`src/rtl/scaler_pkg.sv`:
```
package scaler_pkg;

    typedef enum logic [1:0] {
        RND_FLOOR   = 2'b00,
        RND_ZERO    = 2'b01,
        RND_NEAREST = 2'b10,
        RND_FLOOR_B = 2'b11
    } rnd_mode_e;

    typedef enum logic {
        DIR_DOWN = 1'b0,
        DIR_UP   = 1'b1
    } scale_dir_e;

endpackage

```
`src/rtl/scaler_bias.sv`:
```
// Sign-dependent pre-shift bias, one bit wider than the data word.
module scaler_bias
    import scaler_pkg::*;
#(
    parameter int DATA_W  = 16,
    parameter int SHIFT_K = 4
) (
    input  logic              neg,
    input  rnd_mode_e         mode,
    output logic [DATA_W:0]   bias
);
    localparam int EXT_W = DATA_W + 1;
    // all ones below the shift point: pushes any negative fraction up to the next integer
    localparam logic [EXT_W-1:0] CEIL_B = EXT_W'((64'd1 << SHIFT_K) - 64'd1);
    // half of the dropped weight
    localparam logic [EXT_W-1:0] HALF_B = EXT_W'(64'd1 << (SHIFT_K - 1));
    // for negatives: subtract half, then truncate toward zero == floor after (half - 1)
    localparam logic [EXT_W-1:0] HALF_N = EXT_W'((64'd1 << (SHIFT_K - 1)) - 64'd1);

    always_comb begin
        bias = '0;
        case (mode)
            RND_ZERO:    bias = neg ? CEIL_B : '0;
            RND_NEAREST: bias = neg ? HALF_N : HALF_B;
            default:     bias = '0;
        endcase
    end

endmodule

```
`src/rtl/scaler_down.sv`:
```
// Divide by 2^K: biased add at N+1 bits followed by an arithmetic shift.
module scaler_down
    import scaler_pkg::*;
#(
    parameter int DATA_W  = 16,
    parameter int SHIFT_K = 4
) (
    input  logic [DATA_W-1:0] x,
    input  rnd_mode_e         mode,
    output logic [DATA_W-1:0] y
);
    localparam int EXT_W = DATA_W + 1;

    logic [EXT_W-1:0] x_ext;
    logic [EXT_W-1:0] bias;
    logic [EXT_W-1:0] sum;

    scaler_bias #(
        .DATA_W  (DATA_W),
        .SHIFT_K (SHIFT_K)
    ) bias_i (
        .neg  (x[DATA_W-1]),
        .mode (mode),
        .bias (bias)
    );

    always_comb begin
        x_ext = {x[DATA_W-1], x};
        sum   = x_ext + bias;
        y     = DATA_W'($signed(sum) >>> SHIFT_K);
    end

endmodule

```
`src/rtl/scaler_up.sv`:
```
// Multiply by 2^K with overflow detection and optional clamping.
module scaler_up #(
    parameter int DATA_W  = 16,
    parameter int SHIFT_K = 4
) (
    input  logic [DATA_W-1:0] x,
    input  logic              sat_en,
    output logic [DATA_W-1:0] y,
    output logic              ovf
);
    localparam int TOP_W = SHIFT_K + 1;
    localparam logic [DATA_W-1:0] POS_LIM = {1'b0, {(DATA_W-1){1'b1}}};
    localparam logic [DATA_W-1:0] NEG_LIM = {1'b1, {(DATA_W-1){1'b0}}};

    logic [TOP_W-1:0]  top_bits;
    logic [DATA_W-1:0] wrapped;

    always_comb begin
        top_bits = x[DATA_W-1 -: TOP_W];
        // the dropped bits and the new sign bit must all agree
        ovf      = !((&top_bits) || !(|top_bits));
        wrapped  = x << SHIFT_K;
        if (ovf && sat_en) begin
            y = x[DATA_W-1] ? NEG_LIM : POS_LIM;
        end else begin
            y = wrapped;
        end
    end

endmodule

```
`src/rtl/pow2_scale_shifter.sv`:
```
module pow2_scale_shifter
    import scaler_pkg::*;
#(
    parameter int DATA_W  = 16,
    parameter int SHIFT_K = 4
) (
    input  logic              clk,
    input  logic              rst_n,
    input  logic              in_valid,
    input  logic [DATA_W-1:0] in_data,
    input  logic              in_dir,
    input  logic [1:0]        in_rmode,
    input  logic              in_sat_en,
    output logic              out_valid,
    output logic [DATA_W-1:0] out_data,
    output logic              out_ovf
);
    typedef struct packed {
        logic              vld;
        logic [DATA_W-1:0] data;
        logic              ovf;
    } out_state_t;

    out_state_t st_d, st_q;

    rnd_mode_e         mode_sel;
    scale_dir_e        dir_sel;
    logic [DATA_W-1:0] dn_y;
    logic [DATA_W-1:0] up_y;
    logic              up_ovf;

    assign mode_sel = rnd_mode_e'(in_rmode);
    assign dir_sel  = scale_dir_e'(in_dir);

    scaler_down #(
        .DATA_W  (DATA_W),
        .SHIFT_K (SHIFT_K)
    ) down_i (
        .x    (in_data),
        .mode (mode_sel),
        .y    (dn_y)
    );

    scaler_up #(
        .DATA_W  (DATA_W),
        .SHIFT_K (SHIFT_K)
    ) up_i (
        .x      (in_data),
        .sat_en (in_sat_en),
        .y      (up_y),
        .ovf    (up_ovf)
    );

    always_comb begin
        st_d     = st_q;
        st_d.vld = in_valid;
        if (in_valid) begin
            if (dir_sel == DIR_UP) begin
                st_d.data = up_y;
                st_d.ovf  = up_ovf;
            end else begin
                st_d.data = dn_y;
                st_d.ovf  = 1'b0;
            end
        end
    end

    always_ff @(posedge clk or negedge rst_n) begin
        if (!rst_n) begin
            st_q <= '0;
        end else begin
            st_q <= st_d;
        end
    end

    assign out_valid = st_q.vld;
    assign out_data  = st_q.data;
    assign out_ovf   = st_q.ovf;

endmodule

```
`config.mk`:
```
export PLATFORM = sky130hd
export DESIGN_NAME = pow2_scale_shifter
export DESIGN_NICKNAME = d
export VERILOG_FILES = /design/src/rtl/scaler_pkg.sv /design/src/rtl/scaler_bias.sv /design/src/rtl/scaler_down.sv /design/src/rtl/scaler_up.sv /design/src/rtl/pow2_scale_shifter.sv
export SDC_FILE = /design/constraint.sdc
export NUM_CORES = 1
export LEC_CHECK = 0
export ABC_AREA = 1
export BUFFER_PORTS_ARGS = -buffer_cell sky130_fd_sc_hd__buf_4
export CAP_MARGIN = 20
export CELL_PAD_IN_SITES_DETAIL_PLACEMENT = 1
export CELL_PAD_IN_SITES_GLOBAL_PLACEMENT = 1
export CORE_ASPECT_RATIO = 1.25
export CORE_MARGIN = 2
export CORE_UTILIZATION = 35
export DETAILED_ROUTE_END_ITERATION = 8
export PLACE_DENSITY_LB_ADDON = 0.1
export SKIP_CTS_REPAIR_TIMING = 1
export SLEW_MARGIN = 20
export SYNTH_ARGS = -nofsm -noshare
export SYNTH_HDL_FRONTEND = slang
export SYNTH_HIERARCHICAL = 1
export SYNTH_SLANG_ARGS = --single-unit
```
`constraint.sdc`:
```
create_clock -name clk -period 0.8 [get_ports clk]
set_input_delay 0.08 -clock clk [delete_from_list [all_inputs] [get_ports clk]]
set_output_delay 0.08 -clock clk [all_outputs]
set_load 0.005 [all_outputs]
```
==> reports/qor.yml <==
floorplanning:
  die_h_microns: 93.96
  io_pins: 41
  dieArea_sq_um: 7138
  row_count: 32
  core_area_sq_um: 6206
  die_w_microns: 75.97
  initial_utilization_pct: 36.51
logic_synthesis:
  synth.avg_cell_area_sq_um: 5.995
  synth_warnings: 6
  synth_edf_count: 0
  yosysUniqueCellTypes: 27
  syn-cell-area_sq_um: 2266
  synthFlopType: "dfrtp_1"
  synth.area.top_cells: "nand2_1 25%, dfrtp_1 20%, inv_1 10%, ha_1 9.4%, buf_4 8.0%"
  synth_top_area_cell: "nand2_1"
  synth_top_area_share_pct: 24.52
  synth_most_common_cell: "nand2_1"
  ys_ff_latch: 18
  synthTopCellsByCount: "148 x nand2_1, 61 x inv_1, 30 x nand3_1, 24 x buf_4, 18 x dfrtp_1"
  ys_seq_area_share_pct: 19.88
  async_flop_share_pct: 100.0
  synthCells: 378
detailed_routing:
  routed_via_density: 4.580
  first_pass_iters: 4
  dr_total_vias: 2432
  drtIter0Drc: 28
  drtAntennaViolNets: 0
  routed_wl_microns: 6475
  drc_errors: 0
  detail_route.wl_per_cell_microns: 12.19
sta:
  setup_ws_ps: -864.2
  report.final.slew_viol_count: 0
  rsz0062_at_grt: "yes"
  fin_crit_sh_pct: 208.0
  final-hold-violation-count: 0
  layout_min_cycle_time_ps: 1664
  skew_ps: 0
  fin_tns_setup_ps: -13400
  max_freq_mhz: 600.9
  hold_ws_ps: 151.3
  finalSetupViolCount: 34
cells_and_area:
  synthToLayoutAreaGrowth_pct: 42.24
  diodes: 0
  nFillCells: 840
  nNetsFinal: 487
  instances_no_fill: 531
  fin_util_pct: 51.94
  drive_gt1_share_pct: 35.87
worst_setup_path:
  worstPathCellList: "buf_8, clkinv_4, ha_4, inv_2, nand2_2, nor2_4, ha_4, a21oi_4, o21ai_1, nand2_1, nand2_2, nand2_2, nand2_1, nand2_1, nand2_1, inv_1, nand2_2, nand3_2, nand2_1"
  critPathMaxFanout: 3
  crit_path_start_kind: "input pin"
  cp.required_ps: 950
  cp.arrival_ps: 1810
  critPathSlowestCell: "ha_4"
  cpMostUsedCell: "nand2_1"
  rr_worst_depth: 3
  critPathCaptureType: "flip-flop"
  worstSetupPathType: "input pin to flip-flop"
  max_stage_delay_ps: 250
global_routing:
  grt_pass1_vias: 2503
  overflow: 0
  antenna_found_initial: 0
  grt_max_degree: 19
  grt.total_usage_pct: 18.38
  grt_pass1_wl_microns: 10840
outcome:
  violations: "setup timing"
  status: "complete, but fails checks"
clock_network:
  cts_sinks: 18
  clk_path_buf_depth: 2
  numCtsBuffers: 3
  htree_num_levels: 1
  cts_tree: "yes"
  clk_latency_ps: 250
  cts-root-buf: "clkbuf_8"
  cts.reportedPaths.clkPinSlew_ps: 70
place:
  placedCellCount: 520
  dp_hpwl_microns: 5542
  gp_congestion: 0.8863
  io_buffers: 40
power:
  ir_worst_vdd_v: 0.0006997
  power.total_mw: 3.927
  power.density_nw_per_um2: 1218
  leakage_nw: 1.851
run:
  drv_cap: 0
min_path:
  hold_path_depth: 2
  hp-class: "input pin to flip-flop"
worst paths after layout:
kind                                          from                  endpoint  slack, ps
setup / recovery                       in_rmode[0]  out_data[11]$_DFFE_PN0P_       -860
hold / removal                            in_valid       out_valid$_DFF_PN0_        150
setup reg to reg           out_data[6]$_DFFE_PN0P_   out_data[6]$_DFFE_PN0P_         30
hold reg to reg            out_data[3]$_DFFE_PN0P_   out_data[3]$_DFFE_PN0P_        500
max in group asynchronous                    rst_n   out_data[5]$_DFFE_PN0P_        380
min in group asynchronous                    rst_n   out_data[4]$_DFFE_PN0P_        230
worst max-delay path, delay by kind of cell:
family | cells | cell delay (ps)
AO/OA/AOI/OAI | 2 | 240
adder cells (fa/ha/maj) | 2 | 450
buffers and inverters | 4 | 230
AND/OR/NAND/NOR | 11 | 800
cell families (layout without fill, tap and decap cells):
family	after synthesis	in the layout	share of synthesized area [%]
xor gates and xnor gates	7	7	2.706
AOI/OAI and AO/OA	25	25	6.130
other	1	13	0.1655
buffers and inverters	93	149	21.42
DFF	18	18	19.88
adders and majority gates	17	17	9.387
and+or+nand+nor	217	217	40.31
metrics by stage:
stage / setup WS, ps / instance area [sq um]
2_1_floorplan: -1075 / 2441
3_3_place_gp: -1158 / 2882
3_5_place_dp: -1225 / 2882
4_1_cts: -957.8 / 2937
5_1_grt: -980.7 / 3223
6_report: -864.2 / 3223
layer usage:
layer	track usage, %	vias up	part of all wire (%)
met2	38.76	34	57
met4	4.242	0	1.2
met3	0.9615	8	1.6
met1	19.82	1138	40
li1	-	1252	-
met5	0	-	0
flip-flops by register name (all words and copies together), names as in the netlist:
signal,cells
out_data,16
out_ovf,1
out_valid,1
power breakdown:
| group | leakage, nW | switching (mW) | total [mW] | internal (mW) |
|---|---|---|---|---|
| sequential | 0.219 | 0.0905 | 1.12 | 1.03 |
| combinational | 1.60 | 1.06 | 2.08 | 1.02 |
| clock | 0.0288 | 0.287 | 0.724 | 0.437 |
| total | 1.85 | 1.44 | 3.93 | 2.49 |
cells in the final DEF, fill, tap and decap left out, types with 5 or more instances in the layout:
cell     count
inv_1       53
a21oi_1     12
nand2_4      6
nand2_1    126
nand2_2     29
ha_1        13
buf_6       21
dfrtp_1     18
xor2_1       5
conb_1      13
nor2_1      12
buf_4       55
inv_2        9
nand3_1     18
nand3_2     13
area by class of cell:
| class | instances | area [sq um] | share of cell area [%] |
|---|---|---|---|
| well taps | 85 | 106.4 | 3.300 |
| flip-flops and latches | 18 | 450.4 | 13.98 |
| repair buffers | 81 | 734.5 | 22.79 |
| inverters | 64 | 250.2 | 7.764 |
| clock buffers | 4 | 55.05 | 1.708 |
| multi-input cells | 279 | 1627 | 50.47 |
(Power assumes the default switching activity.)
